==> src/rtl/aprt_pkg.sv <==
package aprt_pkg;
    localparam int WORD_W = 32;

    typedef enum logic [1:0] {
        GRP_ZERO   = 2'd0,
        GRP_ONE_S  = 2'd1,
        GRP_ONE_NS = 2'd2,
        GRP_IDLE   = 2'd3
    } apr_grp_e;

    localparam logic [7:0] PRIO_IDLE   = 8'hFF;
    localparam logic [7:0] PRIO_NS_NMI = 8'h80;
endpackage

==> src/rtl/aprt_group.sv <==
module aprt_group #(
    parameter int NUM_WORDS = 1,
    parameter int IDX_W     = 1,
    parameter bit HAS_NMI   = 1'b0
) (
    input  logic                          clk,
    input  logic                          rst_n,
    input  logic                          nmi_en,
    input  logic                          act_hit,
    input  logic                          act_nmi,
    input  logic [IDX_W-1:0]              act_word,
    input  logic [4:0]                    act_bit,
    input  logic                          drop_hit,
    input  logic                          wr_hit,
    input  logic [IDX_W-1:0]              wr_word,
    input  logic [63:0]                   wr_data,
    output logic [NUM_WORDS*32-1:0]       words_o,
    output logic                          nmi_o
);
    typedef struct packed {
        logic [NUM_WORDS-1:0][31:0] words;
        logic                       nmi;
    } grp_state_t;

    grp_state_t st_q, st_d;

    always_comb begin
        logic done;
        done = 1'b0;
        st_d = st_q;
        // software write lands first
        if (wr_hit) begin
            for (int w = 0; w < NUM_WORDS; w++) begin
                if (wr_word == IDX_W'(w)) begin
                    st_d.words[w] = wr_data[31:0];
                end
            end
            if (wr_word == '0) begin
                st_d.nmi = HAS_NMI && nmi_en && wr_data[63];
            end
        end
        // activation before drop
        if (act_hit) begin
            if (HAS_NMI && nmi_en && act_nmi) begin
                st_d.nmi = 1'b1;
            end else begin
                for (int w = 0; w < NUM_WORDS; w++) begin
                    if (act_word == IDX_W'(w)) begin
                        st_d.words[w][act_bit] = 1'b1;
                    end
                end
            end
        end
        if (drop_hit) begin
            if (HAS_NMI && st_d.nmi) begin
                st_d.nmi = 1'b0;
            end else begin
                for (int w = 0; w < NUM_WORDS; w++) begin
                    if (!done && st_d.words[w] != '0) begin
                        st_d.words[w] = st_d.words[w] & (st_d.words[w] - 32'd1);
                        done = 1'b1;
                    end
                end
            end
        end
    end

    always_ff @(posedge clk or negedge rst_n) begin
        if (!rst_n) begin
            st_q <= '0;
        end else begin
            st_q <= st_d;
        end
    end

    assign words_o = st_q.words;
    assign nmi_o   = st_q.nmi;

    // an NMI activation touches only the flag
    p_nmi_act_r3: assert property (@(posedge clk) disable iff (!rst_n)
        (act_hit && act_nmi && nmi_en && HAS_NMI && !wr_hit && !drop_hit)
        |=> (nmi_o && $stable(words_o)));

    // an ordinary activation leaves a level bit set
    p_act_set_r2: assert property (@(posedge clk) disable iff (!rst_n)
        (act_hit && !(act_nmi && nmi_en && HAS_NMI) && !wr_hit && !drop_hit)
        |=> (words_o != '0));

    // a set NMI flag is cleared alone
    p_drop_nmi_r4: assert property (@(posedge clk) disable iff (!rst_n)
        (drop_hit && nmi_o && !act_hit && !wr_hit)
        |=> (!nmi_o && $stable(words_o)));

    // otherwise exactly one level bit goes away
    p_drop_one_r4: assert property (@(posedge clk) disable iff (!rst_n)
        (drop_hit && !nmi_o && !act_hit && !wr_hit && words_o != '0)
        |=> ($countones(words_o) == $countones($past(words_o)) - 1));

    // without NMI support a word-0 write leaves the flag clear
    p_wr_mask_r9: assert property (@(posedge clk) disable iff (!rst_n)
        (wr_hit && wr_word == '0 && !nmi_en && !act_hit)
        |=> !nmi_o);
endmodule

==> src/rtl/aprt_resolve.sv <==
module aprt_resolve
    import aprt_pkg::*;
#(
    parameter int NUM_WORDS = 1,
    parameter int SHIFT     = 3
) (
    input  logic                    clk,
    input  logic                    rst_n,
    input  logic [NUM_WORDS*32-1:0] w0_i,
    input  logic [NUM_WORDS*32-1:0] w1s_i,
    input  logic [NUM_WORDS*32-1:0] w1ns_i,
    input  logic                    nmi_s_i,
    input  logic                    nmi_ns_i,
    input  logic                    nmi_en,
    input  logic                    sec_disable,
    input  logic                    secure,
    input  logic                    el3,
    output logic [7:0]              hap_o,
    output logic [1:0]              hag_o,
    output logic [63:0]             rpr_o
);
    logic [7:0] scan_prio;
    apr_grp_e   scan_grp;
    apr_grp_e   top_grp;

    // ordinary scan: lowest word, then lowest bit
    always_comb begin
        logic        hit;
        int          pos;
        logic [31:0] u;
        hit       = 1'b0;
        pos       = 0;
        u         = '0;
        scan_prio = PRIO_IDLE;
        scan_grp  = GRP_IDLE;
        for (int w = 0; w < NUM_WORDS; w++) begin
            u = w0_i[w*32 +: 32] | w1s_i[w*32 +: 32] | w1ns_i[w*32 +: 32];
            if (!hit && u != '0) begin
                hit = 1'b1;
                for (int b = 31; b >= 0; b--) begin
                    if (u[b]) pos = b;
                end
                scan_prio = 8'((w*32 + pos) << SHIFT);
                if (w0_i[w*32 + pos])       scan_grp = GRP_ZERO;
                else if (w1s_i[w*32 + pos]) scan_grp = GRP_ONE_S;
                else                        scan_grp = GRP_ONE_NS;
            end
        end
    end

    // NMI flags override the scan
    always_comb begin
        if (nmi_en && nmi_s_i) begin
            hap_o   = 8'h00;
            top_grp = GRP_ONE_S;
        end else if (nmi_en && nmi_ns_i) begin
            hap_o   = sec_disable ? 8'h00 : PRIO_NS_NMI;
            top_grp = GRP_ONE_NS;
        end else begin
            hap_o   = scan_prio;
            top_grp = scan_grp;
        end
    end

    assign hag_o = top_grp;

    always_comb begin
        rpr_o      = '0;
        rpr_o[7:0] = hap_o;
        if (nmi_en) begin
            if (el3 && !secure) begin
                rpr_o[63] = nmi_ns_i;
            end else begin
                rpr_o[63] = nmi_s_i;
                rpr_o[62] = nmi_ns_i;
            end
        end
    end

    // idle group always pairs with the idle priority
    p_idle_r5: assert property (@(posedge clk) disable iff (!rst_n)
        (hag_o == GRP_IDLE) |-> (hap_o == PRIO_IDLE));
endmodule

==> src/rtl/nmi_active_prio_tracker.sv <==
module nmi_active_prio_tracker
    import aprt_pkg::*;
#(
    parameter int PRIO_BITS = 5,
    localparam int NUM_WORDS = 1 << (PRIO_BITS - 5),
    localparam int WIDX_W    = (NUM_WORDS > 1) ? $clog2(NUM_WORDS) : 1
) (
    input  logic              clk,
    input  logic              rst_n,
    input  logic              cfg_nmi_en,
    input  logic              cfg_sec_disable,
    input  logic              cfg_secure,
    input  logic              cfg_el3,
    input  logic              act_valid,
    input  logic [7:0]        act_prio,
    input  logic [1:0]        act_grp,
    input  logic              act_nmi,
    input  logic              drop_valid,
    input  logic [1:0]        drop_grp,
    input  logic              wr_en,
    input  logic [1:0]        wr_grp,
    input  logic [WIDX_W-1:0] wr_word,
    input  logic [63:0]       wr_data,
    input  logic [1:0]        rd_grp,
    input  logic [WIDX_W-1:0] rd_word,
    output logic [63:0]       rd_data,
    output logic [7:0]        hap,
    output logic [1:0]        hag,
    output logic [63:0]       rpr
);
    localparam int SHIFT = 8 - PRIO_BITS;
    localparam int GW    = NUM_WORDS * WORD_W;

    logic [7:0]        act_lvl;
    logic [WIDX_W-1:0] act_word;
    logic [4:0]        act_bit;

    assign act_lvl  = act_prio >> SHIFT;
    assign act_bit  = act_lvl[4:0];
    assign act_word = WIDX_W'(act_lvl >> 5);

    logic [2:0][GW-1:0] grp_words;
    logic [2:0]         grp_nmi;

    for (genvar g = 0; g < 3; g++) begin : g_grp
        aprt_group #(
            .NUM_WORDS (NUM_WORDS),
            .IDX_W     (WIDX_W),
            .HAS_NMI   (g != 0)
        ) i_grp (
            .clk      (clk),
            .rst_n    (rst_n),
            .nmi_en   (cfg_nmi_en),
            .act_hit  (act_valid && act_grp == 2'(g)),
            .act_nmi  (act_nmi),
            .act_word (act_word),
            .act_bit  (act_bit),
            .drop_hit (drop_valid && drop_grp == 2'(g)),
            .wr_hit   (wr_en && wr_grp == 2'(g)),
            .wr_word  (wr_word),
            .wr_data  (wr_data),
            .words_o  (grp_words[g]),
            .nmi_o    (grp_nmi[g])
        );
    end

    always_comb begin
        rd_data = '0;
        for (int g = 0; g < 3; g++) begin
            for (int w = 0; w < NUM_WORDS; w++) begin
                if (rd_grp == 2'(g) && rd_word == WIDX_W'(w)) begin
                    rd_data[31:0] = grp_words[g][w*32 +: 32];
                    if (w == 0) rd_data[63] = grp_nmi[g];
                end
            end
        end
    end

    aprt_resolve #(
        .NUM_WORDS (NUM_WORDS),
        .SHIFT     (SHIFT)
    ) i_resolve (
        .clk         (clk),
        .rst_n       (rst_n),
        .w0_i        (grp_words[0]),
        .w1s_i       (grp_words[1]),
        .w1ns_i      (grp_words[2]),
        .nmi_s_i     (grp_nmi[1]),
        .nmi_ns_i    (grp_nmi[2]),
        .nmi_en      (cfg_nmi_en),
        .sec_disable (cfg_sec_disable),
        .secure      (cfg_secure),
        .el3         (cfg_el3),
        .hap_o       (hap),
        .hag_o       (hag),
        .rpr_o       (rpr)
    );

    // group 0 never holds an NMI flag
    p_g0_no_nmi_r1: assert property (@(posedge clk) disable iff (!rst_n)
        !grp_nmi[0]);

    // middle bits of the running priority stay clear
    p_rpr_mid_r8: assert property (@(posedge clk) disable iff (!rst_n)
        (rpr[61:8] == '0) && (rpr[7:0] == hap));
endmodule

==> config.mk <==
export PLATFORM = sky130hd
export DESIGN_NAME = nmi_active_prio_tracker
export DESIGN_NICKNAME = d
export VERILOG_FILES = /design/src/rtl/aprt_pkg.sv /design/src/rtl/aprt_group.sv /design/src/rtl/aprt_resolve.sv /design/src/rtl/nmi_active_prio_tracker.sv
export SDC_FILE = /design/constraint.sdc
export NUM_CORES = 1
export LEC_CHECK = 0
export ABC_AREA = 1
export BUFFER_PORTS_ARGS = -buffer_cell sky130_fd_sc_hd__buf_2
export CORE_UTILIZATION = 40
export CTS_BUF_LIST = sky130_fd_sc_hd__clkbuf_4 sky130_fd_sc_hd__clkbuf_8 sky130_fd_sc_hd__clkbuf_16
export CTS_CLUSTER_SIZE = 20
export DETAILED_ROUTE_END_ITERATION = 8
export GPL_ROUTABILITY_DRIVEN = 0
export GPL_TIMING_DRIVEN = 0
export HOLD_SLACK_MARGIN = 0.06
export SYNTH_ARGS = -nofsm -noshare
export SYNTH_HDL_FRONTEND = slang
export SYNTH_SLANG_ARGS = --single-unit
==> constraint.sdc <==
create_clock -name clk -period 5.5 [get_ports clk]
set_input_delay 0.275 -clock clk [delete_from_list [all_inputs] [get_ports clk]]
set_output_delay 0.275 -clock clk [all_outputs]
set_load 0.05 [all_outputs]
# Yosys cells after proc, flatten, opt, wreduce, memory -nomap -nowiden
# Index checks and enable logic that the tools add are counted.
# Widths: inputs -> output; s select.
# totals
register_bits	98
out_inout_bits	138
wordCells	136
# classes
n_addsub	3
magnitude_cmp	3
n_eq_ne	8
muxes	81
bitwise	9
reduce_logical	27
# ops
op	count
$mux 32	16
$mux 33	7
$mux 5	32
$or 32x32->32	5
$reduce_bool 32->1	4
$and 32x32->32	3
$sub 32x1->32 const B	3
$lt 32x7->1 const B	1
$mux 8	4
$logic_and 1x1->1	18
$mux 1	13
$mux 2	6
$bmux 1 s5	2
$eq 2x1->1 const B	4
$eq 2x2->1 const B	4
$logic_not 2->1	4
$lt 5x6->1 const B	1
$demux 1 s5	1
$ge 5x1->1 const B	1
$logic_not 1->1	1
$not 1->1	1

# Depth between registers and ports, before layout
# Gate-level depths: netlist of run 1.
# logic_depth
depth_word	43
ltp_mapped	46
mapped_depth_nobuf	46

# Cells and area by module
# Synthesis of run 1 repeated with hierarchy kept, for this count alone.
# hier_totals
cells_unflattened	1918
hier_area_um2	11279.6
# by_module_without_submodules
mod	n_inst	cells_each	area_per_inst_um2	seq_area_each_um2
aprt_group at g_grp[1].i_grp ...	2	452	2737.6	825.8
aprt_group at g_grp[0].i_grp	1	434	2633.8	800.8
aprt_resolve	1	373	1891.8	0.0
nmi_active_prio_tracker	1	207	1278.7	0.0

# Worst setup path before layout of run 1
# No wires, ideal clock.
# synth_path
kind	register -> output
start	register g_grp[1].i_grp.st_q, in the netlist g_grp[1].i_grp.words_o[28]
end	output rpr[3]
arrival_time_ps	3810
t_required_ps	5225
slack_ps	1415
path_stages_with_launch	34
n_path_buf	2
cell_sequence	dfrtp_1 -> nor3_1 -> nand2_1 -> nand2_1 -> nand2_1 -> nand2_1 -> nand2_1 -> nand2_1 -> nand2_1 -> nand2_1 -> nand2_1 -> nand2_1 -> nand2_1 -> nand2_1 -> nand2_1 -> nand2_1 -> nand2_1 -> nand2_1 -> nand2_1 -> nand2_1 -> nand2_1 -> nand2_1 -> nand2_1 -> nand2_1 -> nand2_1 -> nand2_1 -> nand2_1 -> nand2_1 -> nand2_1 -> nand2_2 -> nand2_4 -> buf_4 -> o21ai_0 -> buf_4
# synth_between
elab_chain_len	35
# synth_lines
element	line_no	source
from (decl)	aprt_group.sv:25	grp_state_t st_q, st_d;
from (signal assigned)	aprt_group.sv:72	st_q <= st_d;
$or 32x32->32 (*) (2 in a row)	aprt_resolve.sv:37	u = w0_i[w*32 +: 32] | w1s_i[w*32 +: 32] | w1ns_i[w*32 +: 32];
$mux 5 (29 in a row)	aprt_resolve.sv:41	if (u[b]) pos = b;
$mux 32	aprt_resolve.sv:38	if (!hit && u != '0) begin
$mux 8 (*)	aprt_resolve.sv:38	
$mux 8 (*)	aprt_resolve.sv:56	end else if (nmi_en && nmi_ns_i) begin
$mux 8 (*)	aprt_resolve.sv:53	if (nmi_en && nmi_s_i) begin
to (decl)	nmi_active_prio_tracker.sv:29	output logic [63:0] rpr
# Every way passes the cells marked *; elsewhere a longest branch is shown, timed or not. The select of a mux whose other input is x is not followed.

# Worst setup path in the final report of run 1
# layout_path
start	register g_grp[0].i_grp.st_q, in the netlist g_grp[0].i_grp.words_o[28]
end	output hag[1]
# layout_between
elab_chain_len	40
# layout_lines
element	line_no	source
from (decl)	aprt_group.sv:25	
from (signal assigned)	aprt_group.sv:72	
$or 32x32->32 (2 in a row)	aprt_resolve.sv:37	
$mux 5 (29 in a row)	aprt_resolve.sv:41	
$mux 32	aprt_resolve.sv:38	
$bmux 1 s5	aprt_resolve.sv:45	else if (w1s_i[w*32 + pos]) scan_grp = GRP_ONE_S;
$mux 1 (not written as such) (2 in a row)	aprt_resolve.sv:45	
$mux 2	aprt_resolve.sv:45	
$mux 2	aprt_resolve.sv:44	if (w0_i[w*32 + pos]) scan_grp = GRP_ZERO;
$mux 2 (*)	aprt_resolve.sv:38	
$mux 2 (*)	aprt_resolve.sv:56	
$mux 2 (*)	aprt_resolve.sv:53	
to (decl)	nmi_active_prio_tracker.sv:28	output logic [1:0] hag,
# Marks and branches as above.

==> impl_results.md, run 1 <==
* Post-Syn Area at 0.00879 mm2
* CP Max Fanout at 10
* Boundary pin count at 230
* Worst Path Required at 5.22 ns
* Post-Syn Area per Cell at approximately 6.3 um2
* Setup CP Type: reg2out
* Antenna violations before repair at 0
* Top FF cell, synth: dfrtp_1
* Worst-path clk slew at 0.07 ns
* Max-cap violations at 0
* Worst rel slew slack at between 10% and 20%
* Via/cell ratio at 5.50
* Vias in the first global route at 9,030
* CTS Sinks at 98
* Max layer used: met4
* Die W at 150 um
* Via count at 10,328
* Async set-reset flop share out of synthesis at 100%
* Die area at 0.0226 mm2
* P&R area growth vs syn at 17.6%
* Total global-route track usage at 32.8%
* Reg area at 0.00245 mm2
* Yosys warnings at 0
* RSZ-0062 raised after global routing: no
* Post-detailed-route wirelength per cell at 19.8 um
* Max IR drop VDD at 0.138 mV
* Drt pass-1 iters at 6
* Area taken by multi-input logic gates at 0.00492 mm2
* CP most frequent cell: nand2_1
* Final Cycle Share at 82.9%
* Number of synthesized flops with an enable pin at 0
* Pwr dens at between 300 and 400 mW/mm2
* Diodes inserted at 0
* CTS Buffer Depth at 2
* Share of layout cells above drive strength 1 at 16.9%
* Worst Setup Slack, final at 0.941 ns
* Pre-CTS setup slack at between 1 and 1.5 ns
* Cts repair resizes at 0
* Leak at 5.06 nW
* Arr. time, crit path at ~4.3 ns
* CP Launch Type: flop
* Port bufs at 109
* Yosys reg bits at between 90 and 100
* DRT iter0 DRCs at 1,144
* Final setup TNS at 0 ns
* Largest net degree at the start of global routing at 67
* Skew-Pair Late Insertion Delay at 0.36 ns
* Synth cell types at 44
* First-pass GRT wire length at 53,400 um
* Placed cell count at 1,861
* CTS tree: built
* Crit path cell chain: nor3_1 -> a31oi_1 -> o21bai_1 -> a31oi_1 -> o21bai_1 -> a31oi_1 -> nor2_1 -> nor2_1 -> o21ai_0 -> nand2_1 -> inv_1 -> clkbuf_1 -> nand3_1 -> nand3_1 -> nand3_1 -> nand2_1 -> nand2_1 -> inv_1 -> nand2_1 -> a21oi_1 -> buf_2
* Register area share after synthesis at 27.9%
* Cell Count, Final, Fillers Out at 1,878
* Met3 WL post-DR at 4500 um
* Slowest cell on crit path: dfrtp_1
* Wire length on met2 at 16,000 um
* CTS HTree Levels at 3
* Share of the synthesized area in the top cell type at 27.9%
* CP peak stage delay at approximately 0.44 ns
* HP Class: in2reg
* Crit end category: output pin
* Synth top area cells: dfrtp_1 28%, nand2_1 9.8%, inv_1 8.8%
* Num CTS Buffers at 9
* Biggest area consumer among synthesized cells: dfrtp_1
* # setup viols final at 0
* Die Y at between 150 and 200 um
* # hold bufs at CTS at 1
* Root buf cell: clkbuf_16
* Core area at 0.0213 mm2
* Drt total wl at ~37,000 um
* Clock skew at 0.00740 ns
* Count of final hold-check violations at 0
* Fmax at around 220 MHz
* Worst-Margin Slew at 1.31 ns
* Post-route ant nets at 0
* Slew Limit Fails at 0
* Tmin final at 4.56 ns
* # rows at 53
* Status: complete, no violations
* Post-DP HPWL at around 31,000 um
* Mapped Cells at roughly 1,400
* Met1 WL at 14,800 um
* Starting Density at 41.3%
* Post-CTS setup buffers at 0
* # DRC at 0
* FILL cells at 2,245
* Fin nets at 1,690
* Overflow left after global routing at 0
[registers in the layout, indices dropped and copies added (netlist names)]
name / count
g_grp.i_grp.words_o: 96
g_grp.i_grp.nmi_o: 2
[worst max-delay path, delay by kind of cell (launching register included)]
family                 cells  cell delay, ns
AOI/OAI and AO/OA          7            1.02
buffers and inverters      4            1.02
and+or+nand+nor           10            1.44
DFF                        1            0.44
[cell type report]
type | instances | share of cell area, %
multi-input cells | 1020 | 47.6
flip-flops and latches | 98 | 23.7
well taps | 275 | 3.33
clock inverters | 4 | 0.508
inverters | 217 | 7.88
clock buffers | 12 | 2.40
plain buffers | 141 | 8.89
repair buffers | 111 | 5.67
[power breakdown]
group / internal (mW) / leakage, nW / switching, mW
Combinational: 0.485 / 3.77 / 1.16
Clock: 0.369 / 0.151 / 0.291
Sequential: 0.880 / 1.15 / 0.265
Total: 1.73 / 5.06 / 1.71
[placed cells by master (no fill, tap or decap), types with 2 or more instances in the layout]
cell type	count
a21boi_0	11
a21oi_1	51
a221oi_1	5
a31oi_1	21
a41oi_1	5
and2_1	4
and3_1	2
buf_2	119
buf_4	97
buf_6	2
clkbuf_1	31
clkbuf_16	9
clkbuf_4	3
clkinv_4	2
conb_1	85
dfrtp_1	98
inv_1	206
inv_2	10
nand2_1	230
nand3_1	127
nand4_1	12
nor2_1	172
nor2_2	3
nor3_1	63
nor3_2	3
nor4_1	9
o211ai_1	23
o21a_1	5
o21ai_0	69
o21ai_1	5
o21bai_1	2
o221ai_1	12
o22ai_1	74
or2_2	16
[logic make-up (layout without fill, tap and decap cells)]
| kind of cell | Yosys count | in the layout | share of synthesized area [%] |
|---|---|---|---|
| other | 1 | 85 | 0.0427 |
| AOI/OAI and AO/OA | 290 | 290 | 20.2 |
| and+or+nand+nor | 645 | 645 | 32.1 |
| buffers and inverters | 358 | 485 | 19.7 |
| DFF | 98 | 98 | 27.9 |
[synthesized netlist by cell type (5+ instances only)]
cell type    n
dfrtp_1     98
nor4_1       9
o21ai_0     69
o21a_1       5
nor3_1      63
nand3_1    127
buf_2       11
clkbuf_1    31
o221ai_1    12
nand4_1     12
inv_2       10
or2_2       16
a31oi_1     21
nand2_1    230
o21ai_1      5
a21oi_1     51
o211ai_1    23
o22ai_1     74
a41oi_1      5
inv_1      206
a221oi_1     5
buf_4       96
a21boi_0    11
nor2_1     172
[stage by stage]
step | total power, mW | utilization [%] | area, um2 | hold WS (ns)
floorplan | 2.24 | - | 9110 | -0.0206
global placement | 2.72 | 47.0 | 10000 | 0.633
detailed placement | 2.73 | 47.1 | 10000 | 0.238
CTS | 3.38 | 48.6 | 10300 | 0.273
global route | 3.63 | 48.6 | 10300 | 0.300
finish | 3.45 | 48.6 | 10300 | 0.283
[final timing paths]
check                      slack, ns                    endpoint                       start  cells after the start
max                             0.94                      hag[1]  g_grp[0].i_grp.words_o[28]                     21
max in group asynchronous       4.41   g_grp[0].i_grp.words_o[9]                       rst_n                      3
min reg2reg                     0.69   g_grp[2].i_grp.words_o[2]   g_grp[2].i_grp.words_o[2]                      2
max reg2reg                     2.10  g_grp[0].i_grp.words_o[31]   g_grp[0].i_grp.words_o[8]                     15
min                             0.28   g_grp[1].i_grp.words_o[0]                  wr_data[0]                      3
min in group asynchronous       0.40   g_grp[1].i_grp.words_o[3]                       rst_n                      2
[layer usage]
layer	track usage [%]	vias to the layer above
li1	-	4895
met1	43.3	4638
met2	50.5	697
met3	7.27	98
met4	16.1	0
met5	0	-
(Power assumes the default switching activity.)
==> inputs of run 2 (changes only) <==
--- a/config.mk
+++ b/config.mk
@@ -5,7 +5,7 @@
 export SDC_FILE = /design/constraint.sdc
 export NUM_CORES = 1
 export LEC_CHECK = 0
-export ABC_AREA = 1
+export ABC_AREA = 0
 export BUFFER_PORTS_ARGS = -buffer_cell sky130_fd_sc_hd__buf_2
 export CORE_UTILIZATION = 40
 export CTS_BUF_LIST = sky130_fd_sc_hd__clkbuf_4 sky130_fd_sc_hd__clkbuf_8 sky130_fd_sc_hd__clkbuf_16
==> constraint.sdc (replaced) <==
create_clock -name clk -period 4.27 [get_ports clk]
set_input_delay 0.2135 -clock clk [delete_from_list [all_inputs] [get_ports clk]]
set_output_delay 0.2135 -clock clk [all_outputs]
set_load 0.05 [all_outputs]
==> run 2 against run 1 <==
  * Largest power group unchanged
  * Total power is 37% higher
  * Count of clock-buffer cells in the layout decreased by 2
  * Combinational power increased by 34%
  * First-iteration DRC count is 10% lower
  * Clock skew is 0.0052 ns higher
  * Die area grew 7.1%
  * Final cell count decreased by 9.1%
  * Flip-flop and latch count unchanged
  * Final area grew 8.3%
  * Critical endpoint is now hag[0]
  * Highest routed layer unchanged
==> impl_results.md, run 2 <==
* Overflow left after global routing at 0 (unchanged)
* P&R area growth vs syn at 18.7%
* Final Cycle Share at 99.9%
* Status: complete, no violations
* Commonest cells post-synth: 168 x nor2_1, 132 x mux2i_1, 102 x nand2_1, 98 x dfrtp_1, 96 x buf_4
* Post-DP HPWL at 31,100 um (-0.46%)
* Via count at 10,144 (-1.8%)
* Die W at 155 um (+3.5%)
* Fmax at approximately 230 MHz
* Share of the synthesized area in the top cell type at 26.0% (-1.9 points)
* Yosys warnings at 0 (unchanged)
* Largest net degree at the start of global routing at 56 (-16%)
* Setup CP Type: reg2out
* Synth top area cells: dfrtp_1 26%, mux2i_1 14%, buf_4 7.6%
* Die area at 0.0242 mm2 (+7.1%)
* HP Class: in2reg
* Number of synthesized flops with an enable pin at 0 (unchanged)
* Post-Syn Area per Cell at 7.96 um2 (+26%)
* Total global-route track usage at 31.4% (-1.4 points)
* Via/cell ratio at 5.94 (+8.1%)
* Clock share of power at 20.1% (+0.9 points)
* # rows at 55 (+3.8%)
* Worst r2r src: g_grp[2].i_grp.words_o[13]
* Register area share after synthesis at 26.0% (-1.9 points)
* Worst Path Required at 4.06 ns (-1.16 ns)
* CTS Buffer Depth at 2 (unchanged)
* # setup viols final at 0 (unchanged)
* Pre-CTS setup slack at 0.164 ns (-0.952 ns)
* Worst Setup Slack, final at 0.00610 ns (-0.935 ns)
* CTS tree: built
* Worst-Margin Slew at 1.31 ns (+0.000115 ns)
* Count leader, synth: nor2_1
* Drt pass-1 iters at 5 (-1)
* Hold Path Depth at 2 (-1)
* Cell count of the worst reg-to-reg path at 9 (-6)
* Top FF cell, synth: dfrtp_1
* Biggest area consumer among synthesized cells: dfrtp_1
* Final Instance Area at 0.0112 mm2 (+8.3%)
* Post-Syn Area at 0.00942 mm2 (+7.2%)
* First-pass GRT wire length at 55,900 um (+4.7%)
* Hold Startpoint: drop_valid
* Count of final hold-check violations at 0 (unchanged)
* Synth cell types at 92 (+110%)
* Vias in the first global route at 9,064 (+0.38%)
* Max IR drop VDD at 0.258 mV (+86%)
* Boundary pin count at 230 (unchanged)
* Worst-path clk slew at 0.07 ns (about the same)
* Hold WS at 0.115 ns (-0.169 ns)
* Switching Share at 47.1% (-2.6 points)
* Worst rel slew slack at 12.4% (+0.48 points)
* Reg2reg end: g_grp[2].i_grp.words_o[16]
* R2r setup slk at 0.94 ns (-1.16 ns)
* # DRC at 0 (unchanged)
* Post-detailed-route wirelength per cell at 22.6 um (+14%)
* Arr. time, crit path at 4.05 ns (-0.23 ns)
* Dpl cell area at 0.0107 mm2 (+6.5%)
* Antenna violations before repair at 0 (unchanged)
* Sequential Power Share at 33.5% (+0.3 points)
* Yosys reg bits at 98 (unchanged)
* CP Max Fanout at 10 (unchanged)
* Port bufs at 104 (-4.6%)
* Fin nets at 1,482 (-12%)
* DRT iter0 DRCs at 1,025 (-10%)
* Slew Limit Fails at 0 (unchanged)
* Mapped Cells at 1,184 (-15%)
* Crit end category: output pin
* Share of layout cells above drive strength 1 at 21.6% (+4.7 points)
* Diodes inserted at 0 (unchanged)
* Post-route ant nets at 0 (unchanged)
* Clock skew at 0.0126 ns (+0.00522 ns)
* Drt total wl at 38,600 um (+3.9%)
* Leak at 4.84 nW (-4.4%)
* Pwr dens at 422 mW/mm2 (+27%)
* Combinational Power Share at 46.4% (-1.3 points)
* Async set-reset flop share out of synthesis at 100% (unchanged)
* Root buf cell: clkbuf_16
* Die Y at 155 um (+3.5%)
* Skew-Pair Late Insertion Delay at 0.36 ns (about the same)
* CTS Sinks at 98 (unchanged)
* Core area at 0.0228 mm2 (+7.3%)
* Int Power at 2.50 mW (+44%)
* Largest register FFs at 96 (unchanged)
* Worst Hold End: g_grp[2].i_grp.nmi_o
* CP Launch Type: flop
* Starting Density at 41.2% (-0.049 points)
* Psw at 2.23 mW (+30%)
* Commonest non-fill, non-tap cell in the layout: nor2_1
* CTS HTree Levels at 3 (unchanged)
* Tmin final at 4.26 ns
* RSZ-0062 raised after global routing: yes
* Max-cap violations at 0 (unchanged)
* Num CTS Buffers at 9 (unchanged)
* Most frequent cells in the layout: 168 x nor2_1, 132 x mux2i_1, 119 x buf_2
-- run 2: cell count changes after synthesis, moves of 19 or more --
| cell | delta |
|---|---|
| inv_1 | -195 |
| mux2i_1 | +132 |
| nand2_1 | -128 |
| nand3_1 | -106 |
| o22ai_1 | -55 |
| o21ai_0 | -30 |
| o21a_1 | +29 |
| a21oi_1 | +24 |
| and2_1 | +19 |
-- run 2: cells by family (layout without fill, tap and decap cells) --
| family | Yosys count | after routing | share of synthesized area [%] |
|---|---|---|---|
| DFF | 98 | 98 | 26.0 |
| and+or+nand+nor | 470 | 470 | 24.9 |
| other | 1 | 85 | 0.0398 |
| AOI/OAI and AO/OA | 302 | 302 | 22.5 |
| buffers and inverters | 171 | 297 | 11.3 |
| muxes | 142 | 142 | 15.3 |
-- run 2: worst max path at each step --
stage,startpoint,endpoint,slack (ns)
after floorplan,g_grp[1].i_grp.words_o[1],hag[1],0.20
after global placement,g_grp[0].i_grp.words_o[1],hag[1],0.17
after detailed placement,g_grp[0].i_grp.words_o[1],hag[0],0.16
after CTS,g_grp[1].i_grp.words_o[27],hag[0],0.006
after global routing,g_grp[0].i_grp.words_o[30],hag[0],-0.06
final,g_grp[0].i_grp.words_o[30],hag[0],0.006
-- run 2: metal layers --
layer / vias to the layer above / wire (um) / global-route usage, %
met1: 4739 / 15700 / 41.9
met3: 131 / 4720 / 8.66
li1: 4584 / - / -
met5: - / 0 / 0
met4: 0 / 1660 / 13.5
met2: 690 / 16400 / 47.2
-- run 2: area by class of cell --
cell class	instances	area, um2
tap	313	392
fill	2301	11700
inverter	11	41.3
clock inverter	5	104
sequential	98	2450
clock buffer	10	233
buffer	160	1020
multi-input combinational	999	6340
timing repair buffer	111	601
-- run 2: power groups by stage --
stage | Sequential [mW] | Combinational [mW] | Clock (mW)
after floorplan | 1.34 | 1.64 | 0
after global placement | 1.53 | 2.08 | 0
after detailed placement | 1.54 | 2.10 | 0
after CTS | 1.52 | 2.11 | 0.950
after global routing | 1.59 | 2.34 | 0.996
final | 1.58 | 2.19 | 0.950
-- run 2: repair_timing --
item                                   in CTS  in global routing
setup endpoints to repair                   2                  2
gates cloned                                0                  0
setup buffers                               0                  5
gates resized for setup                     6                 21
hold buffers                                1                  0
pin swaps                                   0                  3
endpoints found under the hold margin      54                  0
-- run 2: stage by stage --
step	total power, mW	setup TNS (ns)	instances	utilization (%)
global route	4.93	-0.116	1707	49.0
detailed placement	3.64	0	1686	46.8
floorplan	2.98	0	1268	-
global placement	3.62	0	1685	46.6
CTS	4.59	0	1702	48.4
finish	4.73	0	1707	49.0
-- run 2: worst max-delay path: stages, from the launching register on --
cell and delay, ns:
dfrtp_1 0.48, or3_1 0.38, o211ai_1 0.20, a31oi_1 0.17, o311ai_2 0.49, nand2_1 0.14
buf_2 0.26, mux2_1 0.36, a211o_1 0.32, a21oi_2 0.21, o21ai_1 0.14, a311o_1 0.33
buf_2 0.21
